[config.mk]
export PLATFORM = sky130hd
export DESIGN_NAME = audio_rst_regbank
export DESIGN_NICKNAME = d
export VERILOG_FILES = /design/src/rtl/regbank_pkg.sv /design/src/rtl/pdn_sync.sv /design/src/rtl/ctrl_regfile.sv /design/src/rtl/rst_outputs.sv /design/src/rtl/audio_rst_regbank.sv
export SDC_FILE = /design/constraint.sdc
export NUM_CORES = 1
export LEC_CHECK = 0
export BUFFER_PORTS_ARGS = -buffer_cell sky130_fd_sc_hd__buf_2
export CAP_MARGIN = 40
export CORE_MARGIN = 2
export CORE_UTILIZATION = 43
export CTS_CLUSTER_DIAMETER = 150
export DETAILED_ROUTE_END_ITERATION = 10
export SLEW_MARGIN = 10
export SYNTH_ARGS = -nofsm -noshare
export SYNTH_HDL_FRONTEND = slang
export SYNTH_SLANG_ARGS = --single-unit
[constraint.sdc]
create_clock -name clk -period 3.2 [get_ports clk]
set_clock_uncertainty 0.05 [all_clocks]
set_input_delay 0.16 -clock clk [delete_from_list [all_inputs] [get_ports clk]]
set_output_delay 0.16 -clock clk [all_outputs]
set_load 0.02 [all_outputs]
[src/rtl/regbank_pkg.sv]
// Package: shared sizes and reset values of the control register bank.
// Assumes: register 1 carries the de-emphasis automatic-mode bit in bit 0.
package regbank_pkg;
    localparam int DEEMPH_ADDR = 1;
    localparam int RUN_BIT     = 0;
    localparam int CLKREC_BIT  = 1;
    localparam int PWR_BITS    = 2;

    // Reset value of an implemented data register (register 0 excluded).
    function automatic logic [7:0] reg_default(input int idx);
        return (idx == DEEMPH_ADDR) ? 8'h01 : 8'h00;
    endfunction
endpackage

[src/rtl/pdn_sync.sv]
// Module: synchroniser for the power-down pin.
// The pin asserts the reset at once and releases it only after SYNC_STAGES
// clock edges. Assumes pdn_n may change at any time relative to clk.
module pdn_sync #(
    parameter int SYNC_STAGES = 2
) (
    input  logic clk,
    input  logic pdn_n,
    output logic sys_rst_n
);
    logic [SYNC_STAGES-1:0] stage_q;

    // Shift ones in after release; clear all stages as soon as the pin falls.
    always_ff @(posedge clk or negedge pdn_n) begin
        if (!pdn_n) stage_q <= '0;
        else        stage_q <= {stage_q[SYNC_STAGES-2:0], 1'b1};
    end

    assign sys_rst_n = stage_q[SYNC_STAGES-1];
endmodule

[src/rtl/ctrl_regfile.sv]
// Module: register storage, access gating and registered read port.
// Register 0 holds the two power-control bits. Registers 1..NUM_IMPL-1 are
// plain data registers. Addresses at or above NUM_IMPL are unimplemented.
// Assumes: sys_rst_n is a synchronous active-low reset, already synchronised.
module ctrl_regfile
    import regbank_pkg::*;
#(
    parameter int DATA_W   = 8,
    parameter int NUM_REGS = 8,
    parameter int NUM_IMPL = 6,
    localparam int ADDR_W  = $clog2(NUM_REGS)
) (
    input  logic                clk,
    input  logic                sys_rst_n,
    input  logic [ADDR_W-1:0]   addr,
    input  logic [DATA_W-1:0]   wdata,
    input  logic                wr_en,
    input  logic                rd_en,
    output logic [DATA_W-1:0]   rdata,
    output logic [PWR_BITS-1:0] pwr_q
);
    logic [NUM_IMPL*DATA_W-1:0] rd_bus;
    logic                       run;
    logic                       addr_impl;

    assign run       = pwr_q[RUN_BIT];
    assign addr_impl = int'(addr) < NUM_IMPL;

    // Power-control bits: cleared only by the pin, always writable otherwise.
    always_ff @(posedge clk) begin
        if (!sys_rst_n)
            pwr_q <= '0;
        else if (wr_en && addr == '0)
            pwr_q <= wdata[PWR_BITS-1:0];
    end

    for (genvar i = 0; i < NUM_IMPL; i++) begin : g_reg
        if (i == 0) begin : g_pwr
            assign rd_bus[i*DATA_W +: DATA_W] = {{(DATA_W-PWR_BITS){1'b0}}, pwr_q};
        end else begin : g_data
            logic [DATA_W-1:0] q;
            // Data register: held at default by pin or soft reset, else writable.
            always_ff @(posedge clk) begin
                if (!sys_rst_n || !run)
                    q <= DATA_W'(reg_default(i));
                else if (wr_en && addr == ADDR_W'(i))
                    q <= wdata;
            end
            assign rd_bus[i*DATA_W +: DATA_W] = q;
        end
    end

    // Read port: one-cycle latency, zero when idle, blocked or unimplemented.
    always_ff @(posedge clk) begin
        if (!sys_rst_n)
            rdata <= '0;
        else if (rd_en && run && addr_impl)
            rdata <= rd_bus[int'(addr)*DATA_W +: DATA_W];
        else
            rdata <= '0;
    end
endmodule

[src/rtl/rst_outputs.sv]
// Module: derives the section resets and the data-output gate.
// The pin-level reset overrides both register bits so the outputs assert
// as soon as the synchronised reset falls.
module rst_outputs
    import regbank_pkg::*;
(
    input  logic                sys_rst_n,
    input  logic [PWR_BITS-1:0] pwr_q,
    output logic                clkrec_rst_n,
    output logic                timing_rst_n,
    output logic                sdo_hold_low
);
    // Combine the pin reset with each section's enable bit.
    always_comb begin
        clkrec_rst_n = sys_rst_n & pwr_q[CLKREC_BIT];
        timing_rst_n = sys_rst_n & pwr_q[RUN_BIT];
        sdo_hold_low = ~(sys_rst_n & pwr_q[RUN_BIT]);
    end
endmodule

[src/rtl/audio_rst_regbank.sv]
// Module: top of the layered-reset control register bank.
// Joins the pin synchroniser, the register file and the reset output logic.
// Assumes a single system clock that runs whenever the pin is high.
module audio_rst_regbank
    import regbank_pkg::*;
#(
    parameter int DATA_W      = 8,
    parameter int NUM_REGS    = 8,
    parameter int NUM_IMPL    = 6,
    parameter int SYNC_STAGES = 2,
    localparam int ADDR_W     = $clog2(NUM_REGS)
) (
    input  logic              clk,
    input  logic              pdn_n,
    input  logic [ADDR_W-1:0] addr,
    input  logic [DATA_W-1:0] wdata,
    input  logic              wr_en,
    input  logic              rd_en,
    output logic [DATA_W-1:0] rdata,
    output logic              clkrec_rst_n,
    output logic              timing_rst_n,
    output logic              sdo_hold_low
);
    logic                sys_rst_n;
    logic [PWR_BITS-1:0] pwr_q;

    pdn_sync #(.SYNC_STAGES(SYNC_STAGES)) u_sync (
        .clk      (clk),
        .pdn_n    (pdn_n),
        .sys_rst_n(sys_rst_n)
    );

    ctrl_regfile #(
        .DATA_W  (DATA_W),
        .NUM_REGS(NUM_REGS),
        .NUM_IMPL(NUM_IMPL)
    ) u_regs (
        .clk      (clk),
        .sys_rst_n(sys_rst_n),
        .addr     (addr),
        .wdata    (wdata),
        .wr_en    (wr_en),
        .rd_en    (rd_en),
        .rdata    (rdata),
        .pwr_q    (pwr_q)
    );

    rst_outputs u_outs (
        .sys_rst_n   (sys_rst_n),
        .pwr_q       (pwr_q),
        .clkrec_rst_n(clkrec_rst_n),
        .timing_rst_n(timing_rst_n),
        .sdo_hold_low(sdo_hold_low)
    );
endmodule

==> out/qor.txt, run 1 <==
syn nets: 239
Synth area leader: dfxtp_1
Seq cells post-synth: 52
Gate Count Post-Synth: 224
vias in the first global route: 1471
first-pass GRT wire length: 7470 µm
Max clock buf depth: 2
PortBufs: 25
Synth top area share: 45.4%
Arr. time, crit path: 1500 ps
Final TNS setup: 0 ps
Residual DRC: 0
XOR/XNOR Fraction of Synth Area: 0%
GRT Total Usage: 17.9%
R2R Setup Slk: 1500 ps
startpoint types: flop
clock root buffer: clkbuf_8
hold crit path type: input pin to flop
final layout net count: 256
mux cell area share after synthesis: 20.8%
Max FO, Critical Path: 16
leakage: 0.843 nW
Setup Buffers After CTS: 0
Worst Hold End: u_regs.g_reg[3].g_data.q[7]
Vias: 1629
fin util: 48.1%
dpl cells: 303
DRC violation total after the first TritonRoute iteration: 105
f_max: 584 MHz
final std cells w/o fill: 312
max_slew headroom: 60.9%
max-slew violation count: 0
RR Endpoint: u_regs.rdata[2]
status: completed
Overflow after GRT: 0
worst slack, placed: 1510 ps
Layout area overhead: 9.87%
final instance area: 2420 µm²
worst hold path startpoint: wdata[7]
die area: 5720 µm²
Compound-Gate Fraction of Synth Area: 8.96%
Post-CTS Hold Fix Bufs: 1
drt pass-1 iters: 4
top cells by area, synth: dfxtp_1 (45%), mux2i_1 (15%), nand2_1 (6.0%)
post-CTS sizing: 0
TritonCTS clock tree: built
filler cell count: 500
Power Dens Cells: 457 nW/µm²
Worst Tran Pin Value: 586 ps
Starting Density: 43.7%
Core Area: 5040 µm²
clock sinks: 52
Max VDD drop: 0.175 mV
Seq/Total Area, Yosys: 47.6%
combinational family with the most area after synthesis: multiplexers
CP Capture Type: output port
H-tree levels: 2
Power Total: 1.11 mW
CP required: 2990 ps
Worst-Skew Late Latency: 310 ps
RSZ-0062 raised after global routing: false
GP Congestion: 0.734
drt total wl: 4620 µm
Diodes inserted: 0
Hold Path Depth: 3
IO Pins: 26
Min Hold Slack: 86.9 ps
num rows: 26
initial antenna violation count: 0
synthesized area: 2210 µm²
Via density: 5.22
maximum capacitance violations: 0
Num CTS Buffers: 5
Area after DPL: 2320 µm²
Worst Setup Slack, final: 1490 ps
clk slew on worst S/H paths: 100 ps
syn_area_per_cell: 9.85 µm²
WS Path Type: flop to output port
share of cells above drive strength 1: 19.4%
Final Critical Period: 1710 ps
DP HPWL: 2990 µm
final hold violations: 0
Worst Reg-to-Reg Cells: 4
FF-to-FF Start: u_sync.stage_q[1]
number of distinct library cells after synthesis: 28
post-route ant nets: 0
Die Span X: 75.6 µm
Simple-Gate Fraction of Synth Area: 17.3%
largest net degree at the start of global routing: 27
Adder-Cell Fraction of Synth Area: 0%
# setup viols final: 0
chip height: 75.6 µm
yosys warns: 0
DR WL/cell: 14.8 µm
post-route clock period utilization: 53.5%
-- worst max path at each step --
stage / from / cells past startpoint / endpoint / slack [ps]
after global placement: u_sync.stage_q[1] / 4 / u_regs.rdata[3] / 1500
after detailed placement: u_sync.stage_q[1] / 4 / u_regs.rdata[2] / 1510
after CTS: u_sync.stage_q[1] / 3 / timing_rst_n / 1470
after floorplan: addr[0] / 5 / u_regs.rdata[7] / 1990
after global routing: u_sync.stage_q[1] / 4 / u_regs.rdata[3] / 1300
final: u_sync.stage_q[1] / 3 / timing_rst_n / 1490
-- layout make-up --
| class | instances | area (µm²) | area share [%] |
|---|---|---|---|
| clock buffer | 6 | 82.6 | 3.41 |
| tap | 70 | 87.6 | 3.61 |
| timing repair buffer | 27 | 143 | 5.89 |
| sequential | 52 | 1050 | 43.4 |
| multi-input combinational | 153 | 1040 | 43.0 |
| clock inverter | 2 | 10.0 | 0.413 |
| inverter | 2 | 7.51 | 0.310 |
-- cells in the final DEF (no fill, tap or decap) --
cell and instances:
a21oi_1 16, a221oi_1 6, a22oi_1 1, a22oi_2 1
and2_1 1, and4b_1 2, and4bb_1 2, and4bb_2 1
buf_2 25, buf_4 1, clkbuf_8 6, clkinv_2 2
conb_1 1, dfrtp_1 2, dfxtp_1 50, dlygate4sd3_1 1
inv_1 2, mux2_2 7, mux2_4 1, mux2i_1 32
mux4_2 2, nand2_1 35, nand3_1 1, nand4b_1 2
nor2_1 25, nor2b_1 4, nor3_1 6, nor4b_2 1
o21a_1 6
-- flip-flops by register name, summed over array words and instances, names as in the netlist --
signal,cells
u_regs.g.g_data.q,40
u_sync.stage_q,2
u_regs.pwr_q,2
u_regs.rdata,8
-- report_power, final --
part	internal [mW]	switching [mW]	leakage, nW
Clock	0.173	0.210	0.0510
Sequential	0.649	0.00130	0.426
Combinational	0.0282	0.0456	0.366
Total	0.850	0.257	0.843
-- kinds of logic after synthesis --
family / count (synthesis)
buf+inv: 19
simple gates: 80
mux: 42
compound gates: 30
flops: 52
other cells: 1
-- routing by layer --
layer	track usage [%]	wire length [µm]	share of wire, %	up-vias
met4	6.43	68	1.5	0
met1	24.7	2360	51	778
met2	27.4	2010	44	37
met3	4.10	173	3.7	7
met5	0	0	0	-
li1	-	-	-	807
-- Yosys cell counts, drive strengths merged --
master  instances
inv             2
buf             8
and4bb          3
nor4b           1
mux4            2
nor2b           4
dfrtp           2
mux2            8
mux2i          32
nor2           25
a21oi          16
nor3            6
clkbuf          9
a221oi          6
a22oi           2
nand4b          2
o21a            6
nand2          35
conb            1
nand3           1
and4b           2
dfxtp          50
and2            1
-- worst max-delay path, cell delays in order, from the launching register on --
cell,delay [ps]
dfrtp_1,410
nand2_1,440
inv_1,150
buf_2,200
(Power assumes the default switching activity.)
==> run 2, diff against run 1 <==
==> constraint.sdc (replaced) <==
create_clock -name clk -period 1.6 [get_ports clk]
set_clock_uncertainty 0.05 [all_clocks]
set_input_delay 0.08 -clock clk [delete_from_list [all_inputs] [get_ports clk]]
set_output_delay 0.08 -clock clk [all_outputs]
set_load 0.02 [all_outputs]
==> run 2 against run 1 <==
  * Count of clock-buffer cells in the layout is the same
  * Combinational power grew 130%
  * Setup slack lost 1400 ps
  * Cell area grew 5.8%
  * Sequential power grew 100%
  * Die area is the same
  * Critical path depth is the same
  * Worst hold slack lost 80 ps
  * Register-to-register slack lost 1200 ps
  * First-iteration DRC count shrank 13%
  * Non-clock buffer count grew 14
  * Via count grew 0.92%
  * Largest cell class unchanged
==> out/qor.txt, run 2 (synthesis results as in run 1) <==
status: completed (unchanged)
final instance area: 2560 µm² (was 2420 µm²)
final hold violations: 0 (unchanged)
post-route clock period utilization: 92.5%
Area after DPL: 2420 µm² (was 2320 µm²)
Residual DRC: 0 (unchanged)
clk slew on worst S/H paths: 90 ps (was 100 ps)
first-pass GRT wire length: 7560 µm (was 7470 µm)
crit-path cells: nand2_1 -> buf_6 -> buf_2 (was nand2_1 -> inv_1 -> buf_2)
final layout net count: 270 (was 256)
max incr delay on CP: 410 ps (was 440 ps)
Arr. time, crit path: 1350 ps (was 1500 ps)
post-route ant nets: 0 (unchanged)
maximum capacitance violations: 0 (unchanged)
Worst Setup Slack, final: 120 ps (was 1490 ps)
chip height: 75.6 µm (unchanged)
switching share of power: 22.2% (was 23.2%)
Psw: 523 µW (was 257 µW)
Final TNS setup: 0 ps (unchanged)
hold crit path type: input pin to flop (unchanged)
dpl cells: 315 (was 303)
f_max: 676 MHz
startpoint types: flop (unchanged)
Setup Buffers After CTS: 0 (unchanged)
Gate power share: 7.1% (was 6.7%)
max-slew violation count: 0 (unchanged)
clock root buffer: clkbuf_8 (unchanged)
drt total wl: 4780 µm (was 4620 µm)
Final Critical Period: 1480 ps
Top Family by Delay on Critical Path: buffers and inverters (was simple AND/OR/NAND/NOR gates)
Worst-Skew Late Latency: 300 ps (was 310 ps)
Vias: 1644 (was 1629)
CP required: 1470 ps (was 2990 ps)
worst slack, placed: 138 ps (was 1510 ps)
Overflow after GRT: 0 (unchanged)
GP Congestion: 0.748 (was 0.734)
Diodes inserted: 0 (unchanged)
most flop-heavy register: u_regs.g.g_data.q (unchanged)
DR WL/cell: 14.6 µm (was 14.8 µm)
share of cells above drive strength 1: 22.7% (was 19.4%)
initial antenna violation count: 0 (unchanged)
slowest CP cell: dfrtp_1 (was nand2_1)
clock sinks: 52 (unchanged)
drt pass-1 iters: 4 (unchanged)
Core Area: 5040 µm² (unchanged)
top flop regs: u_regs.g.g_data.q: 40 flops, u_regs.rdata: 8 flops (unchanged)
Int Power: 1.84 mW (was 850 µW)
CP Capture Type: output port (unchanged)
RSZ-0062 raised after global routing: false (unchanged)
WP buf/inv: 2 (unchanged)
DRC violation total after the first TritonRoute iteration: 91 (was 105)
Layout area overhead: 16.3% (was 9.87%)
vias in the first global route: 1492 (was 1471)
most frequent cells in the layout: dfxtp_1 (50), nand2_1 (35), mux2i_1 (32) (unchanged)
TritonCTS clock tree: built (unchanged)
fin util: 50.9% (was 48.1%)
Die Span X: 75.6 µm (unchanged)
Max FO, Critical Path: 40 (was 16)
Via density: 5.04 (was 5.22)
Num CTS Buffers: 5 (unchanged)
leakage: 0.918 nW (was 0.843 nW)
GRT Total Usage: 18.0% (was 17.9%)
largest net degree at the start of global routing: 41 (was 27)
Max clock buf depth: 2 (unchanged)
# setup viols final: 0 (unchanged)
commonest non-fill, non-tap cell in the layout: dfxtp_1 (unchanged)
final std cells w/o fill: 326 (was 312)
Power Dens Cells: 920 nW/µm² (was 457 nW/µm²)
num rows: 26 (unchanged)
Clk network pwr share: 37.8% (was 34.6%)
Max VDD drop: 0.441 mV (was 0.175 mV)
IO Pins: 26 (unchanged)
WS Path Type: flop to output port (unchanged)
number of flip-flops in the largest register: 40 (unchanged)
H-tree levels: 2 (unchanged)
Flop pwr share: 55.1% (was 58.7%)
DP HPWL: 3200 µm (was 2990 µm)
PortBufs: 25 (unchanged)
die area: 5720 µm² (unchanged)
Starting Density: 43.7% (unchanged)
run 2: final cells by class:
type | count | area (µm²)
Clock inverter | 2 | 35.0
Inverter | 2 | 7.51
Multi-Input combinational cell | 153 | 1040
Timing Repair Buffer | 41 | 269
Clock buffer | 6 | 72.6
Tap cell | 70 | 87.6
Sequential cell | 52 | 1050
Fill cell | 479 | 2480
run 2: final timing paths:
kind	startpoint	to	slack [ps]	depth (start not counted)
setup / recovery	u_sync.stage_q[1]	sdo_hold_low	120	3
hold / removal	wdata[7]	u_regs.g_reg[3].g_data.q[7]	7	3
setup reg to reg	u_sync.stage_q[1]	u_regs.rdata[4]	270	4
hold reg to reg	u_sync.stage_q[0]	u_sync.stage_q[1]	310	0
max in group asynchronous	pdn_n	u_sync.stage_q[1]	1370	2
min in group asynchronous	pdn_n	u_sync.stage_q[0]	40	2
run 2: power groups by stage:
stage	registers [mW]	clock network, mW	logic (mW)
2_1_floorplan	1.33	0	0.104
3_3_place_gp	1.33	0	0.162
3_5_place_dp	1.33	0	0.163
4_1_cts	1.30	0.907	0.169
5_1_grt	1.30	0.948	0.182
6_report	1.30	0.892	0.168
run 2: through the flow:
| step | power [mW] | hold WS (ps) |
|---|---|---|
| final | 2.36 | 6.52 |
| after global placement | 1.49 | -184 |
| after detailed placement | 1.49 | -182 |
| after floorplan | 1.43 | -266 |
| after CTS | 2.38 | 3.27 |
| after global routing | 2.43 | 9.45 |
run 2: what timing repair did:
action / 4_1_cts / 5_1_grt
hold buffers: 3 / 0
gates resized for setup: 0 / 1
setup endpoints to repair: 0 / 1
endpoints found under the hold margin: 4 / 0
run 2: metal layers:
layer	global-route usage (%)	wire, µm	vias up
met5	0	0	-
met3	2.78	115	7
met1	25.3	2370	782
li1	-	-	833
met2	28.1	2220	22
met4	6.43	71	0
run 2: worst register-to-register path, delay by kind of cell, from the launching register on:
kind | cells | cell delay, ps
flops | 1 | 390
simple gates | 3 | 740
buf+inv | 1 | 90
==> run 3, diff against run 2 <==
==> constraint.sdc (replaced) <==
create_clock -name clk -period 1.8 [get_ports clk]
set_clock_uncertainty 0.05 [all_clocks]
set_input_delay 0.09 -clock clk [delete_from_list [all_inputs] [get_ports clk]]
set_output_delay 0.09 -clock clk [all_outputs]
set_load 0.02 [all_outputs]
==> run 3 against run 2 <==
  * Sequential share of layout area is 1.2 points higher
  * Global-route usage is 0.86 points higher
  * Sequential cell count stayed put
  * Combinational power is 15% lower
  * Via count is 0.18% higher
  * Clock power is 24% lower
  * Critical path depth stayed put
  * Core utilization is 1.5 points lower
  * Register-to-register slack better by 170 ps
  * Cell area is 2.9% lower
  * First-iteration DRC count is 16% lower
  * Critical path type unchanged
==> out/qor.txt, run 3 (synthesis results as in run 1) <==
RSZ-0062 raised after global routing: false (unchanged)
number of flip-flops in the largest register: 40 (unchanged)
Area after DPL: 2390 µm² (was 2420 µm²)
worst hold path startpoint: wdata[4] (was wdata[7])
Diodes inserted: 0 (unchanged)
hold crit path type: input pin to flop (unchanged)
GP Congestion: 0.767 (was 0.748)
commonest non-fill, non-tap cell in the layout: dfxtp_1 (unchanged)
GRT Total Usage: 18.9% (was 18.0%)
Num CTS Buffers: 5 (unchanged)
final hold violations: 0 (unchanged)
Max clock buf depth: 2 (unchanged)
chip height: 75.6 µm (unchanged)
# setup viols final: 0 (unchanged)
first-pass GRT wire length: 7910 µm (was 7560 µm)
Setup Buffers After CTS: 0 (unchanged)
Die Span X: 75.6 µm (unchanged)
status: completed (unchanged)
Vias: 1647 (was 1644)
Overflow after GRT: 0 (unchanged)
dpl cells: 312 (was 315)
Layout area overhead: 12.9% (was 16.3%)
f_max: 713 MHz
die area: 5720 µm² (unchanged)
FF-to-FF Start: u_sync.stage_q[1] (unchanged)
most frequent cells in the layout: dfxtp_1 (50), nand2_1 (35), mux2i_1 (32) (unchanged)
drt pass-1 iters: 5 (was 4)
Worst-Skew Late Latency: 300 ps (about the same)
largest net degree at the start of global routing: 23 (was 41)
Final Critical Period: 1400 ps
final std cells w/o fill: 321 (was 326)
filler cell count: 491 (was 479)
DRC violation total after the first TritonRoute iteration: 76 (was 91)
WS Path Type: flop to output port (unchanged)
CP required: 1660 ps (was 1470 ps)
Worst Tran Pin Value: 616 ps
final layout net count: 265 (was 270)
max_slew headroom: 58.9%
top flop regs: u_regs.g.g_data.q: 40 flops, u_regs.rdata: 8 flops (unchanged)
TritonCTS clock tree: built (unchanged)
DR WL/cell: 15.1 µm (was 14.6 µm)
CP startpoint: u_sync.stage_q[1] (unchanged)
Final TNS setup: 0 ps (unchanged)
num rows: 26 (unchanged)
post-route ant nets: 0 (unchanged)
Via density: 5.13 (was 5.04)
drt total wl: 4840 µm (was 4780 µm)
fin util: 49.4% (was 50.9%)
Core Area: 5040 µm² (unchanged)
worst slack, placed: 254 ps (was 138 ps)
startpoint types: flop (unchanged)
Power Total: 1.98 mW (was 2.36 mW)
Arr. time, crit path: 1260 ps (was 1350 ps)
Power Dens Cells: 793 nW/µm² (was 920 nW/µm²)
clock root buffer: clkbuf_8 (unchanged)
Max FO, Critical Path: 18 (was 40)
H-tree levels: 2 (unchanged)
DP HPWL: 3300 µm (was 3200 µm)
clk slew on worst S/H paths: 90 ps (about the same)
Starting Density: 43.7% (unchanged)
clock sinks: 52 (unchanged)
share of cells above drive strength 1: 22.3% (was 22.7%)
maximum capacitance violations: 0 (unchanged)
Max VDD drop: 0.347 mV (was 0.441 mV)
vias in the first global route: 1564 (was 1492)
PortBufs: 25 (unchanged)
final instance area: 2490 µm² (was 2560 µm²)
leakage: 0.884 nW (was 0.918 nW)
Min Hold Slack: 18.4 ps (was 6.52 ps)
Residual DRC: 0 (unchanged)
most flop-heavy register: u_regs.g.g_data.q (unchanged)
IO Pins: 26 (unchanged)
initial antenna violation count: 0 (unchanged)
max-slew violation count: 0 (unchanged)
post-route clock period utilization: 78.0%
CP Capture Type: output port (unchanged)
Worst Setup Slack, final: 397 ps (was 120 ps)
[run 3: cell types whose count changed in the layout (fill, tap and decap cells not counted)]
cell           change
bufinv_16          -1
clkinv_2           +1
buf_12             -1
clkbuf_1           -1
buf_4              -1
buf_6              -1
clkbuf_8           +1
dlygate4sd3_1      -2
[run 3: critical path, cell delays in order, from the launching register on]
cell and delay [ps]:
dfrtp_1 400, nand2_1 110, buf_4 240, buf_2 200
[run 3: path summary, 6_finish.rpt]
kind	endpoint	slack, ps	depth (start not counted)
worst max-delay path	sdo_hold_low	400	3
worst min-delay path	u_regs.g_reg[3].g_data.q[4]	20	3
worst max register to register	u_regs.rdata[4]	440	4
worst min register to register	u_sync.stage_q[1]	310	0
max in group asynchronous	u_sync.stage_q[0]	1570	2
min in group asynchronous	u_sync.stage_q[1]	40	2
[run 3: final cells by class]
type,instances,area [µm²],area share [%]
Clock buffer,6,82.6,3.31
Sequential cell,52,1050,42.2
Multi-Input combinational cell,153,1040,41.8
Inverter,2,7.51,0.301
Tap cell,70,87.6,3.52
Clock inverter,2,10.0,0.402
Timing Repair Buffer,36,210,8.44
[run 3: metal layers]
metal  global-route usage (%)  wire length, µm  vias to the layer above
met5                        0                0                        -
met4                     8.77              119                        0
met3                     4.50              173                        9
met2                     29.4             2230                       33
met1                     24.8             2320                      783
li1                         -                -                      822
[run 3: power by group]
part	total (mW)	switching (mW)	leakage, nW	internal (mW)
clock	0.677	0.370	0.0510	0.308
combinational	0.142	0.0828	0.407	0.0593
sequential	1.16	0.00231	0.426	1.15
[run 3: what timing repair did]
| item | 4_1_cts | 5_1_grt |
|---|---|---|
| hold buffers | 1 | 0 |
| resized for setup | 0 | 0 |
| endpoints found under the hold margin | 2 | 0 |
